**src/rtl/coh_pkg.sv**
```systemverilog
package coh_pkg;
  typedef enum logic [1:0] {
    ST_INV = 2'd0,
    ST_SHR = 2'd1,
    ST_EXC = 2'd2,
    ST_DRT = 2'd3
  } lineSt_e;

  typedef enum logic [2:0] {
    OP_IDLE  = 3'd0,
    OP_READ  = 3'd1,
    OP_WRITE = 3'd2,
    OP_EVICT = 3'd3,
    OP_FILL  = 3'd4
  } cpuOp_e;

  typedef enum logic [2:0] {
    BUS_NONE  = 3'd0,
    BUS_RDMS  = 3'd1,
    BUS_WRMS  = 3'd2,
    BUS_INVAL = 3'd3,
    BUS_WB    = 3'd4
  } busCmd_e;

  typedef struct packed {
    logic    wrSnp;
    lineSt_e snpNext;
    logic    wrLoc;
    lineSt_e locNext;
  } ctlStrobe_t;
endpackage

```
**src/rtl/coh_state_array.sv**
```systemverilog
module coh_state_array
  import coh_pkg::*;
#(
  parameter int IDX_W = 4
) (
  input  logic             clk,
  input  logic             rstN,
  input  ctlStrobe_t       ctl,
  input  logic [IDX_W-1:0] locIdx,
  input  logic [IDX_W-1:0] snpIdx,
  output lineSt_e          locCur,
  output lineSt_e          snpCur
);
  localparam int DEPTH = 1 << IDX_W;

  lineSt_e stArr [DEPTH];

  assign locCur = stArr[locIdx];
  assign snpCur = stArr[snpIdx];

  // Snoop write first, local write second: on a shared index the local result wins.
  always_ff @(posedge clk) begin
    if (!rstN) begin
      for (int i = 0; i < DEPTH; i++) stArr[i] <= ST_INV;
    end else begin
      if (ctl.wrSnp) stArr[snpIdx] <= ctl.snpNext;
      if (ctl.wrLoc) stArr[locIdx] <= ctl.locNext;
    end
  end
endmodule

```
**src/rtl/coh_ctrl.sv**
```systemverilog
module coh_ctrl
  import coh_pkg::*;
#(
  parameter int IDX_W = 4
) (
  input  logic             clk,
  input  logic             rstN,
  input  cpuOp_e           cpuOp,
  input  logic [IDX_W-1:0] cpuIndex,
  input  logic             cpuHit,
  input  logic             fillWrite,
  input  logic             fillFromCache,
  input  logic             fillWasDirty,
  input  logic [2:0]       snpCmd,
  input  logic [IDX_W-1:0] snpIndex,
  input  logic             snpHit,
  input  lineSt_e          locCur,
  input  lineSt_e          snpCur,
  output ctlStrobe_t       ctl,
  output busCmd_e          busCmd,
  output logic             supplyReq,
  output logic             supplyDirty,
  output lineSt_e          lineState
);
  logic    snpKnown;
  logic    snpEff;
  lineSt_e snpNext;
  lineSt_e locBase;
  logic    locHit;
  lineSt_e locNext;

  // Snoop side
  always_comb begin
    snpKnown = (snpCmd == BUS_RDMS) || (snpCmd == BUS_WRMS) || (snpCmd == BUS_INVAL);
    snpEff   = snpKnown && snpHit && (snpCur != ST_INV);
    snpNext  = snpCur;
    if (snpEff) begin
      if (snpCmd == BUS_RDMS) begin
        if (snpCur == ST_DRT)      snpNext = ST_INV;
        else if (snpCur == ST_EXC) snpNext = ST_SHR;
      end else begin
        snpNext = ST_INV;
      end
    end
    supplyReq   = snpEff && (snpCmd != BUS_INVAL);
    supplyDirty = supplyReq && (snpCur == ST_DRT);
  end

  // Local side acts on the post-snoop state of its line
  always_comb begin
    locBase = (snpEff && (snpIndex == cpuIndex)) ? snpNext : locCur;
    locHit  = cpuHit && (locBase != ST_INV);
    locNext = locBase;
    busCmd  = BUS_NONE;
    unique case (cpuOp)
      OP_READ: if (!locHit) busCmd = BUS_RDMS;
      OP_WRITE: begin
        if (locHit) begin
          if (locBase == ST_SHR) busCmd = BUS_INVAL;
          locNext = ST_DRT;
        end else begin
          busCmd = BUS_WRMS;
        end
      end
      OP_EVICT: begin
        if (locBase == ST_DRT) busCmd = BUS_WB;
        locNext = ST_INV;
      end
      OP_FILL: begin
        if (fillWrite || (fillFromCache && fillWasDirty)) locNext = ST_DRT;
        else if (fillFromCache)                           locNext = ST_SHR;
        else                                              locNext = ST_EXC;
      end
      default: ;
    endcase
  end

  always_comb begin
    ctl.wrSnp   = snpEff;
    ctl.snpNext = snpNext;
    ctl.wrLoc   = (cpuOp != OP_IDLE);
    ctl.locNext = locNext;
    lineState   = locNext;
  end

  AST_RDHIT_SILENT: assert property (@(posedge clk) disable iff (!rstN)
    (cpuOp == OP_READ && locHit) |-> (busCmd == BUS_NONE && lineState == locBase));

  AST_EXCL_WRITE_QUIET: assert property (@(posedge clk) disable iff (!rstN)
    (cpuOp == OP_WRITE && cpuHit && (locBase == ST_EXC || locBase == ST_DRT))
      |-> (busCmd == BUS_NONE && lineState == ST_DRT));

  AST_FILL_VALID: assert property (@(posedge clk) disable iff (!rstN)
    (cpuOp == OP_FILL) |-> (lineState != ST_INV && busCmd == BUS_NONE));

  AST_SUPPLY_FROM_VALID: assert property (@(posedge clk) disable iff (!rstN)
    supplyReq |-> (snpCur != ST_INV && snpHit && (snpCmd == BUS_RDMS || snpCmd == BUS_WRMS)));

  AST_WB_ONLY_DIRTY: assert property (@(posedge clk) disable iff (!rstN)
    (busCmd == BUS_WB) |-> (cpuOp == OP_EVICT && locCur == ST_DRT));
endmodule

```
**src/rtl/coh_line_ctrl.sv**
```systemverilog
module coh_line_ctrl
  import coh_pkg::*;
#(
  parameter int IDX_W = 4
) (
  input  logic             clk,
  input  logic             rstN,
  input  logic [2:0]       cpuOp,
  input  logic [IDX_W-1:0] cpuIndex,
  input  logic             cpuHit,
  input  logic             fillWrite,
  input  logic             fillFromCache,
  input  logic             fillWasDirty,
  input  logic [2:0]       snpCmd,
  input  logic [IDX_W-1:0] snpIndex,
  input  logic             snpHit,
  output logic [2:0]       busCmd,
  output logic             supplyReq,
  output logic             supplyDirty,
  output logic [1:0]       lineState
);
  ctlStrobe_t ctl;
  lineSt_e    locCur;
  lineSt_e    snpCur;
  busCmd_e    busCmdE;
  lineSt_e    lineStE;
  cpuOp_e     opE;

  always_comb begin
    opE = OP_IDLE;
    if (cpuOp <= 3'd4) opE = cpuOp_e'(cpuOp);
  end

  coh_ctrl #(.IDX_W(IDX_W)) u_ctrl (
    .clk(clk), .rstN(rstN), .cpuOp(opE), .cpuIndex(cpuIndex), .cpuHit(cpuHit),
    .fillWrite(fillWrite), .fillFromCache(fillFromCache), .fillWasDirty(fillWasDirty),
    .snpCmd(snpCmd), .snpIndex(snpIndex), .snpHit(snpHit),
    .locCur(locCur), .snpCur(snpCur), .ctl(ctl), .busCmd(busCmdE),
    .supplyReq(supplyReq), .supplyDirty(supplyDirty), .lineState(lineStE)
  );

  coh_state_array #(.IDX_W(IDX_W)) u_array (
    .clk(clk), .rstN(rstN), .ctl(ctl), .locIdx(cpuIndex), .snpIdx(snpIndex),
    .locCur(locCur), .snpCur(snpCur)
  );

  assign busCmd    = busCmdE;
  assign lineState = lineStE;
endmodule

```
**config.mk**
```make
export PLATFORM = sky130hd
export DESIGN_NAME = coh_line_ctrl
export DESIGN_NICKNAME = d
export VERILOG_FILES = /design/src/rtl/coh_pkg.sv /design/src/rtl/coh_state_array.sv /design/src/rtl/coh_ctrl.sv /design/src/rtl/coh_line_ctrl.sv
export SDC_FILE = /design/constraint.sdc
export NUM_CORES = 1
export LEC_CHECK = 0
export ABC_AREA = 1
export BUFFER_PORTS_ARGS = -buffer_cell sky130_fd_sc_hd__buf_2
export CORE_MARGIN = 5
export CORE_UTILIZATION = 45
export DETAILED_ROUTE_END_ITERATION = 8
export PLACE_DENSITY = 0.75
export SYNTH_ARGS = -nofsm -noshare
export SYNTH_HDL_FRONTEND = slang
export SYNTH_HIERARCHICAL = 1
export SYNTH_SLANG_ARGS = --single-unit
```
**constraint.sdc**
```tcl
create_clock -name clk -period 3.4 [get_ports clk]
set_clock_uncertainty 0.15 [all_clocks]
set_input_delay 0.34 -clock clk [delete_from_list [all_inputs] [get_ports clk]]
set_output_delay 0.34 -clock clk [all_outputs]
set_load 0.02 [all_outputs]
```
==> flow_metrics.py <==
metrics = {
    "synth": {
        "synthCells": 473,
        "ys_types": 32,
        "syn-cell-area_mm2": 0.002999,
        "yosys.area.top_type": "edfxtp_1",
        "syn-mean-instance-area_um2": 6.341,
        "ys_warn_count": 6,
        "ys_top_cells_by_area": "edfxtp_1 (32%), nand2_1 (30%), inv_1 (5.6%), nand3_1 (4.2%), o211ai_1 (4.0%)",
        "synthAdderAreaFrac": 0.01252,
        "yosysTopAreaCellShare": 0.3204,
        "synth_xor_area_frac": 0,
        "synth_fp_nets": 497,
        "synth_mux_area_frac": 0,
        "synth_compound_area_frac": 0.1106,
        "ys_ff_latch": 32,
        "synth_top_family_by_area": "simple AND/OR/NAND/NOR gates",
        "synth-simple-area-share": 0.4501,
        "ys_seq_area_frac": 0.3204,
    },
    "clock_network": {
        "post_cts_buffers": 0,
        "clk_pin_slew_ps": 70,
        "cts_tree": "done",
        "clk_latency_ps": 290,
        "cts_buffers": 5,
        "clockBufferDepth": 2,
        "post_cts_resized": 0,
        "clockRootBuffer": "clkbuf_8",
        "htree_levels": 2,
        "cts_sinks": 32,
        "hold_buffers": 0,
    },
    "global_route": {
        "grt_overflow": 0,
        "grt_max_degree": 23,
        "antenna_found_initial": 0,
        "grt_pass1_wl_um": 13790,
        "first_global_vias": 2882,
        "track_usage": 0.2014,
    },
    "cells_and_area": {
        "post-route-util": 0.5118,
        "drive_above_1_share": 0.1400,
        "top_register": "u_array/stArr",
        "syn_to_final_growth_pct": 9.595,
        "nets": 523,
        "diodes": 0,
        "largest_register_ffs": 32,
        "top_regs": "u_array/stArr: 32 flops",
        "fillers": 639,
        "multi_input_area_mm2": 0.001719,
        "seq_area_um2": 960.9,
    },
    "setup_path": {
        "start_kind": "input port",
        "setup.worst_path.class": "input port to output pin",
        "r2r_start": "u_array/stArr[5][0]",
        "critPathArrivalTime_ps": 2680,
        "worst-r2r-cell-count": 16,
        "required_ps": 2910,
        "cp-end-kind": "output pin",
        "cp_max_fo": 22,
        "ff2ff_setup_slack_ps": 690,
        "r2r-end": "u_array/stArr[2][0]",
    },
    "placed_design": {
        "dp_hpwl_um": 6204,
        "globalplace.congestion": 0.9505,
        "pre_cts_ws_ps": 197.4,
        "portBuffers": 27,
    },
    "power_and_ir_drop": {
        "power_density_mw_per_mm2": 319.9,
        "total_leakage_power_uw": 0.001600,
        "ir_drop_mv": 0.1740,
    },
    "drt": {
        "viasPerCell": 5.484,
        "wl_per_cell_um": 14.55,
        "final_antenna_net_count": 0,
        "highest_layer": "met4",
        "drtIter0Drc": 449,
        "routed_wl_um": 8396,
        "drt-met1-wl_um": 3725,
        "drcViolationCount": 0,
        "num_vias": 3164,
        "drtPass1Iterations": 5,
        "wl_met2_um": 3827,
        "met3_length_um": 633,
    },
    "status": {
        "outcome": "complete, no violations",
    },
    "die": {
        "initial_core_util": 0.4670,
        "fp.dieW_um": 91.64,
        "die-area_mm2": 0.008397,
        "die-height_um": 91.64,
        "rows": 29,
        "ios": 28,
        "core_area_mm2": 0.006422,
    },
    "timing": {
        "min_period_ps": 3170,
        "timing.final.crit_share": 0.9322,
        "grt_setup_unrepaired": "no",
        "worstMarginPinSlew_ps": 545.5,
        "slew_headroom": 0.6350,
        "setup_tns_ps": 0,
        "setup_violations": 0,
        "worst_hold_slack_ps": 547.1,
        "fmax_ghz": 0.3155,
        "final-hold-violation-count": 0,
        "slew_viol_final": 0,
        "setup_slack_ps": 230.4,
    },
    "hold_path": {
        "min_delay_path_depth": 2,
        "min_from": "rstN",
        "hold_class": "input port to flop",
        "holdPathEnd": "u_array/stArr[5][0]",
    },
    "flow_run": {
        "max-cap-violations": 0,
    },
}
synthesized netlist by cell type, drive strengths merged:
master and count:
nand2 243, inv 48, nor2 37, edfxtp 32, nand3 28, o21ai 19, o211ai 16, o22ai 16
buf 13, nand4 5, clkbuf 4, clkinv 3, ha 3, a21oi 1, and2 1, nand3b 1
nor3 1, nor3b 1, o31ai 1
how the worst max path moves through the flow:
stage	startpoint	end	slack (ps)	depth (start not counted)
global placement	snpIndex[0]	u_array/stArr[12][1]	230	23
global route	snpIndex[0]	busCmd[2]	2	21
CTS	snpIndex[0]	busCmd[2]	260	20
floorplan	snpIndex[0]	u_array/stArr[10][1]	540	23
finish	snpIndex[0]	busCmd[2]	230	20
detailed placement	snpIndex[0]	u_array/stArr[2][0]	200	18
per-stage QoR:
stage	area [µm²]	cells	power [µW]
after floorplan	2999	473	663.3
after global placement	3198	569	753.1
after detailed placement	3198	569	758.8
after CTS	3287	577	1050
after global routing	3287	577	1103
final	3287	577	1052
logic make-up (layout without fill, tap and decap cells):
logic type | after synthesis | in the layout
fa+ha+maj | 3 | 3
buf+inv | 68 | 95
flops | 32 | 32
simple gates | 317 | 317
compound gates | 53 | 53
power breakdown:
| part | internal (µW) | total (µW) | switching [µW] |
|---|---|---|---|
| logic | 89.6 | 293 | 204 |
| registers | 451 | 462 | 10.9 |
| clock network | 145 | 297 | 151 |
routing by layer:
| metal | up-vias | GRT usage |
|---|---|---|
| met5 | - | 0 |
| met4 | 0 | 0.06658 |
| li1 | 1577 | - |
| met1 | 1403 | 0.2689 |
| met2 | 166 | 0.3354 |
| met3 | 18 | 0.02864 |
worst max-delay path: stages:
cell,delay (ps)
buf_2,250
inv_2,290
nand2_1,110
nand2_1,70
nand2_1,50
nand2_1,60
nand2_1,50
nand2_1,60
inv_1,30
nand2_1,100
inv_1,70
ha_1,200
clkinv_1,60
nand3_2,90
nor2_4,150
nand3_2,140
nand2_2,130
nand2_2,70
nor3b_2,180
buf_2,180
cells in the final DEF (no fill, tap or decap), types with 2 or more instances in the layout:
master    netlist  routed
nand2_1       237     237
inv_1          45      45
edfxtp_1       32      32
nor2_1         27      27
buf_2           2      27
nand3_1        25      25
o21ai_0        17      17
o211ai_1       16      16
o22ai_1        16      16
nor2_2          9       9
buf_4           7       7
nand2_2         6       6
clkbuf_8        0       5
clkinv_1        3       3
nand3_2         3       3
ha_1            3       3
inv_2           2       2
nand4_4         2       2
buf_12          0       2
nand4_1         2       2
area by class of cell:
| cell class | count | area share |
|---|---|---|
| flip-flops and latches | 32 | 0.2923 |
| multi-input cells | 373 | 0.5230 |
| clock inverters | 2 | 0.004949 |
| repair buffers | 36 | 0.06928 |
| clock buffers | 6 | 0.02208 |
| well taps | 77 | 0.02931 |
| inverters | 51 | 0.05900 |
Power figures use the tool's default switching activity.
